[config.mk]
export PLATFORM = sky130hd
export DESIGN_NAME = uart_tx_handoff
export DESIGN_NICKNAME = d
export VERILOG_FILES = /design/src/rtl/uart_tx_handoff.sv
export SDC_FILE = /design/constraint.sdc
export NUM_CORES = 1
export LEC_CHECK = 0
export BUFFER_PORTS_ARGS = -buffer_cell sky130_fd_sc_hd__buf_2
export CORE_MARGIN = 3
export CORE_UTILIZATION = 56
export CTS_CLUSTER_DIAMETER = 80
export DETAILED_ROUTE_END_ITERATION = 16
export PLACE_DENSITY = 0.84
export SLEW_MARGIN = 10
export SYNTH_ARGS = -nofsm -noshare
export SYNTH_HDL_FRONTEND = slang
export SYNTH_SLANG_ARGS = --single-unit
[constraint.sdc]
create_clock -name clk -period 2.4 [get_ports clk]
set_clock_uncertainty 0.05 [all_clocks]
set_input_delay 0.6 -clock clk [delete_from_list [all_inputs] [get_ports clk]]
set_output_delay 0.6 -clock clk [all_outputs]
set_load 0.005 [all_outputs]
[src/rtl/uart_tx_handoff.sv]
module uart_tx_handoff #(
  parameter int DEPTH = 16,
  parameter int DW    = 8
) (
  input  logic          clk,
  input  logic          rst_n,
  input  logic          fifo_mode,
  input  logic          wr_en,
  input  logic [DW-1:0] wr_data,
  input  logic          baud_tick,
  input  logic          thre_ie,
  output logic          tx_line,
  output logic          hold_empty,
  output logic          tx_empty,
  output logic          thre_irq
);
  localparam int AW   = $clog2(DEPTH);
  localparam int CW   = $clog2(DEPTH + 1);
  localparam int BW   = $clog2(DW + 2);
  localparam int LAST = DW + 1;

  logic [DW-1:0] mem [DEPTH];
  logic [AW-1:0] rd_ptr, wr_ptr;
  logic [CW-1:0] count;
  logic          busy;
  logic [BW-1:0] bit_idx;
  logic [DW-1:0] shreg;

  wire [CW-1:0]   cap         = fifo_mode ? CW'(DEPTH) : CW'(1);
  wire            full        = (count >= cap);
  wire            stage_empty = (count == '0);
  wire            frame_end   = busy && (bit_idx == BW'(LAST));
  wire            pop         = baud_tick && !stage_empty && (!busy || frame_end);
  wire            push        = wr_en && (!full || pop);
  wire            overwrite   = wr_en && full && !pop && !fifo_mode;
  wire [DW+1:0]   frame       = {1'b1, shreg, 1'b0};

  always_ff @(posedge clk) begin
    if (push)
      mem[wr_ptr] <= wr_data;
    else if (overwrite)
      mem[rd_ptr] <= wr_data;
  end

  always_ff @(posedge clk or negedge rst_n) begin
    if (!rst_n) begin
      rd_ptr <= '0;
      wr_ptr <= '0;
      count  <= '0;
    end else begin
      if (push) wr_ptr <= wr_ptr + 1'b1;
      if (pop)  rd_ptr <= rd_ptr + 1'b1;
      case ({push, pop})
        2'b10:   count <= count + 1'b1;
        2'b01:   count <= count - 1'b1;
        default: count <= count;
      endcase
    end
  end

  always_ff @(posedge clk or negedge rst_n) begin
    if (!rst_n) begin
      busy    <= 1'b0;
      bit_idx <= '0;
      shreg   <= '0;
    end else if (pop) begin
      busy    <= 1'b1;
      bit_idx <= '0;
      shreg   <= mem[rd_ptr];
    end else if (baud_tick && busy) begin
      if (frame_end) busy <= 1'b0;
      else           bit_idx <= bit_idx + 1'b1;
    end
  end

  assign tx_line    = busy ? frame[bit_idx] : 1'b1;
  assign hold_empty = stage_empty;
  assign tx_empty   = stage_empty && !busy;
  assign thre_irq   = stage_empty && thre_ie;
endmodule

=== Word-level counts from Yosys, hierarchy flattened ===
Memories as Yosys holds them, arrays and structs flattened. A register that Yosys moved wholly into a read port is not among the register bits.
Cells that the tools add are included.

* Memory bits (writable): 128
* Flip-flop bits (word level): 18
* Word-level logic and storage cells: 61
* Input bits: 14
* Memories kept: 1

{| class="wikitable"
|+ Memories
! memory !! words !! bits a word !! rd ports !! clocked after Yosys merged registers in !! wr ports !! line !! source
|-
| mem || 16 || 8 || 1 || 1 || 1 || 22 || <nowiki>logic [DW-1:0] mem [DEPTH];</nowiki>
|}

* $lt $le $gt $ge: 2
* $add $sub $neg: 5
* Reductions and logical operators: 25
* Equal/unequal tests: 4
* Multiplexer cells: 19

{| class="wikitable"
|+ Operators by type and width
! kind !! number
|-
| 4-bit 2-to-1 mux || 4
|-
| 4-bit by 1-bit adder with 4-bit output, second input constant || 3
|-
| 1-bit 2-to-1 mux || 11
|-
| 1-bit logical AND || 10
|-
| 5-bit case mux with 2 select lines || 1
|-
| 8-bit 2-to-1 mux || 1
|-
| 8-bit OR reduction || 1
|-
| 1-bit zero test || 6
|-
| 2-bit nonzero test || 3
|-
| 5-bit by 1-bit adder with 5-bit output, second input constant || 1
|-
| 5-bit greater-or-equal comparator || 1
|-
| 5-bit zero test || 1
|-
| 4-bit by 5-bit < comparator with 1-bit output, second input constant || 1
|-
| 5-bit 2-to-1 mux || 1
|-
| 5-bit by 1-bit subtractor with 5-bit output, second input constant || 1
|-
| 1-bit binary-select mux with 4-bit select || 1
|-
| 4-bit == test, second input constant || 1
|-
| 2-bit AND reduction || 2
|-
| 2-bit by 1-bit == test with 1-bit output, second input constant || 1
|-
| 2-bit == test, second input constant || 1
|-
| 1-bit logical OR || 2
|-
| 2-bit by 1-bit inequality test with 1-bit output, second input constant || 1
|}

=== Longest topological paths before layout ===
Gate-level depths: netlist (run 1).

* Word-level depth: 12
* Mapped depth: 11
* Mapped depth without buffers: 11

=== Worst setup path after synthesis (run 1) ===
Ideal clock, no wire load.

* Path kind: input port to flip-flop
* Start: input port fifo_mode
* End: memory mem[3][0] (enable)
* Data required time: 1.973 ns
* Data arrival time: 2.209 ns
* Path slack: -0.237 ns
* Path buffers: 0
* Cell stages on the path: 6
* Cells stage by stage: inv_1 ha_1 nor2_1 a311oi_2 nand4_1 a22oi_1

* Word-level cells in the longest chain between the ends: 10

{| class="wikitable"
|+ RTL lines
! element !! line !! source
|-
| start: declaration || 7 || <nowiki>input logic fifo_mode,</nowiki>
|-
| 5-bit 2-to-1 mux || 29 || <nowiki>wire [CW-1:0] cap = fifo_mode ? CW'(DEPTH) : CW'(1);</nowiki>
|-
| 5-bit greater-or-equal comparator || 30 || <nowiki>wire full = (count >= cap);</nowiki>
|-
| 1-bit logical AND (3 in series) || 35 || <nowiki>wire overwrite = wr_en && full && !pop && !fifo_mode;</nowiki>
|-
| 1-bit 2-to-1 mux || 41 || <nowiki>else if (overwrite)</nowiki>
|-
| 1-bit 2-to-1 mux || 39 || <nowiki>if (push)</nowiki>
|-
| 1-bit 2-to-1 mux (implied by the code) || 42 || <nowiki>mem[rd_ptr] <= wr_data;</nowiki>
|-
| 8-bit OR reduction (no source line) || n/a ||
|-
| 4-bit 2-to-1 mux (no source line) or 1-bit 2-to-1 mux (tied branches) || n/a ||
|-
| end: declaration || 22 ||
|}

Several ways; a longest one is shown, not always the timed one.

=== Worst setup path after layout (run 1) ===
* Start: register bit_idx[0]
* End: output port tx_line

* Word-level cells in the longest chain between the ends: 3

{| class="wikitable"
|+ RTL lines
! element !! line !! source
|-
| start: declaration || 26 || <nowiki>logic [BW-1:0] bit_idx;</nowiki>
|-
| start signal: assignment || 72 || <nowiki>else bit_idx <= bit_idx + 1'b1;</nowiki>
|-
| 1-bit binary-select mux with 4-bit select || 76 || <nowiki>assign tx_line = busy ? frame[bit_idx] : 1'b1;</nowiki>
|-
| 1-bit 2-to-1 mux (implied by the code) || 76 ||
|-
| 1-bit 2-to-1 mux || 76 ||
|-
| end: declaration || 12 || <nowiki>output logic tx_line,</nowiki>
|}

No other way between the ends. The select of a mux whose other input is x is not followed.

==> flow_summary.yaml, run 1 <==
global_routing:
  grt_max_degree: 27
  overflow: 0
  grt_pass1_wl_mm: 23.5
  grt.total_usage_pct: 24.6
  antenna_found_initial: 0
  grt_pass1_vias: 4127
cells_and_area:
  finalInstanceArea_um2: 8620
  finalNetCount: 497
  drive_gt1_share_pct: 45.7
  utilization_pct: 74.9
  diodes: 0
  fillers: 608
  area_growth_syn_to_layout_pct: 29.8
routing:
  dr.pass1.iters: 5
  first_iter_violations: 442
  via_per_inst: 6.42
  route.detailed.wl_per_inst_um: 25.6
  wirelength_mm: 16.1
  ant_nets: 0
  vias: 4037
  remaining_drc_errors: 0
pwr:
  p_sw_mw: 3.33
  clkPwrFrac_pct: 25.6
  seq_power_share_pct: 36.0
  pwr-share-comb_pct: 38.4
  switching_share_pct: 32.8
  irDropWorstVdd_uv: 724
  p_leak_nw: 3.03
  p_per_area_nw_per_um2: 1180
  p_int_mw: 6.84
  p_total_mw: 10.2
sta:
  rsz0062_at_grt: "yes"
  final.setup.tns_ps: -8630
  drv_slew: 0
  worstMarginPinSlew_ps: 622
  report.final.hold_viol_count: 0
  slew_headroom_pct: 58.5
  timing.final.crit_period_ps: 2530
  finalSetupViolations: 130
  min_period_over_period_pct: 105
  final.setup.worst_slack_ps: -132
  fmaxAchievable_mhz: 395
floorplan:
  die_x_um: 115
  core_area_um2: 11500
  ios: 18
  initial_core_util_pct: 57.7
  die_height_um: 115
  die-area_um2: 13200
  rows: 39
clock_network:
  cts_tree: "yes"
  clockBufferDepth: 2
  holdBufCountCts: 0
  cts_sinks: 154
  clockRootBuffer: "clkbuf_16"
  cts.reportedPaths.clkPinSlew_ps: 60
  cts-buffers-inserted: 17
  clock_latency_ps: 420
  htreeDepth: 4
worst_setup_path:
  required_ps: 1750
  end_kind: "output port"
  rrSetupSlack_ps: -110
  reg2reg_depth: 9
  path_max_fanout: 5
  worstSetupPathType: "reg -> out"
  r2r-end: "mem[4][3]$_DFFE_PP_"
  timing.rr.start: "bit_idx[1]$_DFFE_PN0P_"
  cp-start-kind: "register"
  crit_arrival_ps: 1880
  cp_cell_sequence: "buf_6 > mux2_4 > a221oi_4 > o311ai_2 > buf_2"
  critPathMaxStageDelay_ps: 430
  slowest_stage: "dfrtp_2"
place:
  dp.final_hpwl_mm: 9.20
  placed_cell_area_um2: 7610
  gp_congestion: 0.919
  io_buffer_count: 17
  pre_cts_slack_ps: -446
yosys:
  avgSynthCellArea_um2: 17.9
  synth-edff-count: 128
  synth-seq-cells: 154
  synth.net_count: 395
  synth_area_um2: 6640
  ys_seq_area_share_pct: 67.6
  synth-async-reset-ratio_pct: 16.9
  ys_types: 55
  postSynthCellCount: 371
  synth_ff_type: "edfxtp_1"
  yosysWarnings: 0
job:
  maxCapViolations: 0
run_status:
  status: "complete, but fails checks"
  violations: "setup timing"
min_path:
  hold_path.class: "in -> async"
sequential cells by signal, summed over array words and instances, names as in the netlist:
name,count
mem,128
count,5
busy,1
shreg,8
wr_ptr,4
bit_idx,4
rd_ptr,4
metrics by stage:
| stage | std cells | hold slack, ps |
|---|---|---|
| floorplan | 371 | 254 |
| global placement | 577 | 423 |
| detailed placement | 577 | 425 |
| CTS | 616 | 145 |
| global route | 629 | 171 |
| finish | 629 | 142 |
worst max-delay path by stage:
stage                                start                    to  slack (ps)  depth (start not counted)
floorplan           bit_idx[1]$_DFFE_PN0P_  count[4]$_DFFE_PN0P_         -20                         11
global placement                 fifo_mode   mem[2][6]$_DFFE_PP_        -420                         10
detailed placement               fifo_mode   mem[2][6]$_DFFE_PP_        -450                         10
CTS                 bit_idx[0]$_DFFE_PN0P_               tx_line        -160                          5
global route        bit_idx[0]$_DFFE_PN0P_               tx_line        -210                          5
finish              bit_idx[0]$_DFFE_PN0P_               tx_line        -130                          5
area by class of cell:
cell class,count,area (um^2),area share (%)
well taps,143,179,2.08
flip-flops and latches,154,4500,52.2
clock buffers,17,425,4.93
inverters,10,52.6,0.609
clock inverters,15,150,1.74
multi-input cells,189,2320,27.0
repair buffers,101,992,11.5
critical path: cells and delay by family (launching register included):
| kind | cells | cell delay, ps |
|---|---|---|
| mux | 1 | 310 |
| buf+inv | 2 | 290 |
| flops | 1 | 430 |
| compound gates | 2 | 430 |
cells by family after synthesis:
kind of cell | share of synthesized area, %
AOI/OAI and AO/OA | 7.59
xor gates and xnor gates | 1.19
adders and majority gates | 2.00
buffers and inverters | 2.13
DFF | 67.6
muxes | 14.9
and+or+nand+nor | 4.54
layer usage:
| layer | vias up | share of wire (%) | track usage [%] |
|---|---|---|---|
| li1 | 1738 | - | - |
| met1 | 2078 | 38 | 32.4 |
| met2 | 192 | 53 | 41.4 |
| met3 | 29 | 6.3 | 4.42 |
| met4 | 0 | 2.0 | 9.23 |
| met5 | - | 0 | 0 |
power by group through the flow:
stage                     sequential (mW)  combinational (mW)  clock [mW]
after floorplan                      3.57                2.22           0
after global placement               3.62                3.24           0
after detailed placement             3.64                3.35           0
after CTS                            3.61                3.57        2.63
after global routing                 3.70                4.15        2.74
final                                3.66                3.90        2.61
synth_stat cells (4+ instances only):
cell / count / share of area (%)
mux2i_1: 18 / 2.7
nand2_1: 15 / 0.85
ha_1: 9 / 1.7
nor2_1: 11 / 0.62
nand3_1: 4 / 0.30
dfrtp_1: 26 / 9.8
inv_1: 10 / 0.57
edfxtp_1: 128 / 58
a211o_1: 4 / 0.53
clkbuf_1: 4 / 0.23
mux4_2: 33 / 11
nand4_1: 4 / 0.38
o221ai_1: 9 / 1.2
a22oi_1: 16 / 1.8
buf_2: 5 / 0.38
o21ai_0: 6 / 0.45
xnor2_1: 8 / 1.1
buf_4: 4 / 0.45
layout by cell type, fill, tap and decap left out, types with 3 or more instances in the layout:
cell	synthesis	layout
nand3_1	4	4
nand2_1	15	15
o2bb2ai_1	3	3
buf_4	4	56
clkinv_2	0	3
inv_1	10	7
dfrtp_1	26	23
clkinv_4	0	3
a22oi_2	0	16
inv_6	0	3
mux2i_1	18	18
nand4_1	4	4
dfrtp_2	0	3
buf_6	2	9
edfxtp_1	128	128
o21ai_0	6	4
clkbuf_16	0	18
a21o_1	3	3
nor2_1	11	6
o21ai_1	1	3
o221ai_1	9	9
ha_4	0	5
a211o_4	0	4
mux4_2	33	33
xnor2_1	8	8
nor2_2	0	3
ha_1	9	4
buf_12	0	18
nand4b_1	3	3
buf_2	5	17
repair_timing:
| item | CTS | global route |
|---|---|---|
| gates cloned | 0 | 1 |
| buffers inserted | 7 | 12 |
| endpoints found under the setup margin | 132 | 134 |
| pin swaps | 11 | 13 |
| gates resized for setup | 14 | 22 |
Power figures use the tool's default switching activity.
==> inputs of run 2 (changes only) <==
Settings changed: CORE_UTILIZATION 56 to 62, PLACE_DENSITY 0.84 to 0.87.
Clock period 2.4 ns to 2.55 ns, I/O delays scaled along.
==> run 2 against run 1 <==
The flow still finishes with violations (setup timing). Sequential share of layout area increased by 4.8 points. Clock-buffer cell count unchanged. Largest power group is now sequential cells. Final cell count decreased by 7.8%. Critical path type unchanged.
==> flow_summary.yaml, run 2 (synthesis results as in run 1) <==
run_status:
  status: "complete, but fails checks"
  violations: "setup timing"
routing:
  wirelength_mm: 15.1
  wl_met2_mm: 8.06
  dr.pass1.iters: 6
  route.detailed.wl_per_inst_um: 26.1
  ant_nets: 0
  maxUsedRoutingLayer: "met4"
  m1WireLength_mm: 5.57
  via_per_inst: 6.66
  route.met3.wl_mm: 1.10
  vias: 3864
  first_iter_violations: 693
  remaining_drc_errors: 0
clock_network:
  clockBufferDepth: 2
  cts_sinks: 154
  clockRootBuffer: "clkbuf_8"
  clock_latency_ps: 520
  cts.reportedPaths.clkPinSlew_ps: 60
  holdBufCountCts: 0
  cts-buffers-inserted: 17
  htreeDepth: 4
  cts_tree: "yes"
place:
  placed_cell_area_um2: 7100
  io_buffer_count: 17
  dp.final_hpwl_mm: 8.98
  gp_congestion: 0.802
sta:
  fmaxAchievable_mhz: 386
  timing.final.crit_period_ps: 2590
  drv_slew: 0
  final.setup.worst_slack_ps: -38.5
  min_period_over_period_pct: 102
  holdWs_ps: 75.2
  worstMarginPinSlew_ps: 697
  slew_headroom_pct: 53.5
  finalSetupViolations: 1
  rsz0062_at_grt: "yes"
  report.final.hold_viol_count: 0
min_path:
  hold_path.class: "in -> async"
floorplan:
  core_area_um2: 10400
  initial_core_util_pct: 64.1
  rows: 37
  ios: 18
  die_x_um: 110
  die_height_um: 110
  die-area_um2: 12000
pwr:
  p_int_mw: 6.03
  p_leak_nw: 2.76
  clkPwrFrac_pct: 28.5
  pwr-share-comb_pct: 32.2
  p_per_area_nw_per_um2: 1130
  irDropWorstVdd_uv: 584
  switching_share_pct: 32.5
  p_sw_mw: 2.90
  seq_power_share_pct: 39.3
cells_and_area:
  largestRegisters: "mem x128, shreg x8, count x5"
  diodes: 0
  regMostFlops: "mem"
  fillers: 565
  drive_gt1_share_pct: 35.6
  largest_reg_flops: 128
  area_growth_syn_to_layout_pct: 18.8
  finalNetCount: 455
  layout_common_cells: "edfxtp_1, buf_4, mux4_2"
  finalInstanceArea_um2: 7890
  final_common_cell: "edfxtp_1"
worst_setup_path:
  timing.rr.start: "bit_idx[1]$_DFFE_PN0P_"
  crit_arrival_ps: 1900
  reg2reg_depth: 10
  cp-start-kind: "register"
  r2r-end: "count[4]$_DFFE_PN0P_"
  worstSetupPathType: "reg -> out"
  end_kind: "output port"
  path_max_fanout: 3
  required_ps: 1860
  rrSetupSlack_ps: 10
global_routing:
  grt_max_degree: 37
  antenna_found_initial: 0
  overflow: 0
  grt_pass1_wl_mm: 23.1
  grt.total_usage_pct: 27.1
  grt_pass1_vias: 4019
job:
  maxCapViolations: 0
[run 2: cell count changes in the layout (fill, tap and decap cells not counted), sizes merged]
cell / before / now
clkinv: 8 / 4
clkbuf: 18 / 17
inv: 13 / 16
buf: 100 / 59
bufinv: 2 / 3
[run 2: stage by stage]
step / cells / setup slack [ps] / setup TNS [ps] / util (%) / total power [mW]
2_1_floorplan: 371 / -124 / -12980 / - / 5.29
3_3_place_gp: 542 / -170 / -18820 / 68.4 / 6.01
3_5_place_dp: 542 / -268 / -28840 / 68.4 / 6.14
4_1_cts: 576 / -7.75 / -9.63 / 74.9 / 8.82
5_1_grt: 580 / -113 / -4270 / 76.1 / 9.32
6_report: 580 / -38.5 / -38.5 / 76.1 / 8.93
[run 2: area by class of cell]
class,instances,area (um^2),share of cell area [%]
Clock buffer,17,414,5.25
Tap cell,136,170,2.16
Clock inverter,15,189,2.39
Sequential cell,154,4500,57.0
Timing Repair Buffer,59,444,5.63
Multi-Input combinational cell,189,2140,27.1
Inverter,10,37.5,0.476
[run 2: worst max-delay path by stage]
stage,startpoint,end,slack (ps),depth (start not counted)
2_1_floorplan,fifo_mode,mem[3][0]$_DFFE_PP_,-120,6
3_3_place_gp,fifo_mode,mem[2][0]$_DFFE_PP_,-170,8
3_5_place_dp,fifo_mode,mem[4][5]$_DFFE_PP_,-270,8
4_1_cts,bit_idx[0]$_DFFE_PN0P_,tx_line,-8,5
5_1_grt,bit_idx[0]$_DFFE_PN0P_,tx_line,-110,5
6_report,bit_idx[0]$_DFFE_PN0P_,tx_line,-40,5
[run 2: metal layers]
metal	GRT usage (%)	vias up
met1	35.1	1975
met4	12.0	0
met3	5.23	34
met2	45.2	205
met5	0	-
li1	-	1650
[run 2: worst max-delay path: stages (launching register included)]
cell	delay, ps
dfrtp_1	400
buf_6	130
mux2_4	300
a221oi_2	270
o311ai_1	140
buf_2	150
[run 2: timing repair]
item,CTS,global route
pin swaps,3,7
gates resized for setup,13,22
setup endpoints to repair,82,131
setup buffers,2,5
[run 2: power groups by stage]
stage | clock [mW] | sequential (mW) | combinational [mW]
after detailed placement | 0 | 3.52 | 2.62
after global routing | 2.69 | 3.55 | 3.08
final | 2.54 | 3.51 | 2.88
after floorplan | 0 | 3.35 | 1.94
after global placement | 0 | 3.49 | 2.52
after CTS | 2.56 | 3.49 | 2.77
==> inputs of run 3 (changes only) <==
Settings changed: CORE_ASPECT_RATIO from default to 0.5, CTS_BUF_LIST from default to sky130_fd_sc_hd__clkbuf_16, TNS_END_PERCENT from default to 20.
==> run 3 against run 2 <==
The run still ends with setup timing left. Sequential share of layout area increased by 0.29 points. Worst setup slack better by 22 ps. Critical path depth is 6 higher. Critical path type is now reg -> reg. Largest cell class unchanged. Largest power group unchanged.
==> flow_summary.yaml, run 3 (synthesis results as in run 1) <==
sta:
  min_period_over_period_pct: 101
  final.setup.worst_slack_ps: -16.8
  report.final.hold_viol_count: 0
  rsz0062_at_grt: "yes"
  drv_slew: 0
  worstMarginPinSlew_ps: 692
  slew_headroom_pct: 53.9
  timing.final.crit_period_ps: 2570
  finalSetupViolations: 2
  fmaxAchievable_mhz: 390
  holdWs_ps: 172
cells_and_area:
  layout_common_cells: "edfxtp_1, buf_4, mux4_2"
  seqCellArea_um2: 4500
  largest_reg_flops: 128
  multiInputGateArea_um2: 2150
  diodes: 0
  largestRegisters: "mem x128, shreg x8, count x5"
  final_common_cell: "edfxtp_1"
  fillers: 513
  regMostFlops: "mem"
  area_growth_syn_to_layout_pct: 18.2
  drive_gt1_share_pct: 36.5
  finalNetCount: 458
clock_network:
  clock_latency_ps: 420
  htreeDepth: 4
  cts.reportedPaths.clkPinSlew_ps: 60
  clockRootBuffer: "clkbuf_16"
  cts-buffers-inserted: 17
  cts_sinks: 154
  cts_tree: "yes"
  clockBufferDepth: 2
job:
  maxCapViolations: 0
pwr:
  p_int_mw: 5.79
  p_sw_mw: 3.06
  irDropWorstVdd_uv: 522
  p_per_area_nw_per_um2: 1130
  p_leak_nw: 2.73
  seq_power_share_pct: 39.4
  switching_share_pct: 34.6
  pwr-share-comb_pct: 34.9
  p_total_mw: 8.85
  clkPwrFrac_pct: 25.7
global_routing:
  grt.total_usage_pct: 30.3
  overflow: 0
  grt_max_degree: 37
  grt_pass1_vias: 4095
  antenna_found_initial: 0
  grt_pass1_wl_mm: 26.1
routing:
  via_per_inst: 7.18
  route.detailed.wl_per_inst_um: 29.9
  remaining_drc_errors: 0
  first_iter_violations: 712
  dr.pass1.iters: 6
  wirelength_mm: 17.5
  vias: 4207
  ant_nets: 0
worst_setup_path:
  crit_arrival_ps: 2850
  path_max_fanout: 5
  required_ps: 2840
  cp-start-kind: "register"
  end_kind: "register"
  worstSetupPathType: "reg -> reg"
floorplan:
  initial_core_util_pct: 64.4
  core_area_um2: 10300
  rows: 26
  die_height_um: 79.2
  die-area_um2: 12100
  die_x_um: 152
  ios: 18
place:
  dp.final_hpwl_mm: 9.84
  gp_congestion: 0.931
  io_buffer_count: 17
min_path:
  hold_path.class: "in -> async"
run_status:
  violations: "setup timing"
  status: "complete, but fails checks"
## run 3: cell types whose count changed in the layout (fill, tap and decap cells not counted), sizes merged
| cell | delta |
|---|---|
| buf | +3 |
| bufinv | -3 |
| clkinv | +4 |
| clkinvlp | +1 |
| inv | -3 |
## run 3: power groups by stage
stage,registers [mW],clock network [mW],logic (mW)
after floorplan,3.35,0,1.93
after global placement,3.45,0,2.53
after detailed placement,3.49,0,2.68
after CTS,3.45,2.28,2.86
after global routing,3.51,2.39,3.26
final,3.49,2.28,3.09
## run 3: repair_timing
action / CTS / global route
pin swaps: 9 / 6
gates cloned: 0 / 0
buffers inserted: 6 / 4
setup endpoints to repair: 130 / 131
resized for setup: 14 / 21
hold buffers: 0 / 0
## run 3: layout make-up
class | instances | share of cell area [%]
Sequential cell | 154 | 57.3
Multi-Input combinational cell | 189 | 27.3
Timing Repair Buffer | 62 | 6.01
Clock buffer | 17 | 5.42
Tap cell | 140 | 2.23
Clock inverter | 14 | 1.26
Inverter | 10 | 0.478
## run 3: through the flow
step                      std cells  util, %  cell area, um^2  setup TNS [ps]  setup slack, ps
final                           586     76.1             7850           -32.8            -16.8
after global routing            586     76.1             7850            -504             -124
after CTS                       582     74.9             7720            -195            -18.8
after detailed placement        545     68.7             7090          -48900             -481
after global placement          545     68.7             7090          -26380             -225
after floorplan                 371        -             6640          -13290             -124
## run 3: worst max-delay path: stages, from the launching register on
cell	delay [ps]
dfrtp_1	390
inv_2	80
ha_2	190
nand3b_4	110
a221oi_2	300
nand2b_1	180
inv_2	130
ha_4	210
nor2b_2	160
o21a_1	170
or3_1	330
o2111ai_2	180
## run 3: per-layer routing
layer,share of wire (%),vias to the layer above,global-route usage [%]
li1,-,1647,-
met1,36,2094,41.3
met2,47,395,48.1
met3,13,71,7.84
met4,4.3,0,12.1
met5,0,-,0
## run 3: path summary, 6_finish.rpt
check	from	end	slack [ps]	depth (start not counted)
worst min register to register	shreg[3]$_DFFE_PN0P_	shreg[3]$_DFFE_PN0P_	460	2
worst max-delay path	bit_idx[1]$_DFFE_PN0P_	count[4]$_DFFE_PN0P_	-20	11
max in group asynchronous	rst_n	rd_ptr[0]$_DFFE_PN0P_	1840	1
worst min-delay path	rst_n	wr_ptr[2]$_DFFE_PN0P_	170	1
min in group clk	shreg[3]$_DFFE_PN0P_	shreg[3]$_DFFE_PN0P_	460	2
worst max register to register	bit_idx[1]$_DFFE_PN0P_	count[4]$_DFFE_PN0P_	-20	11
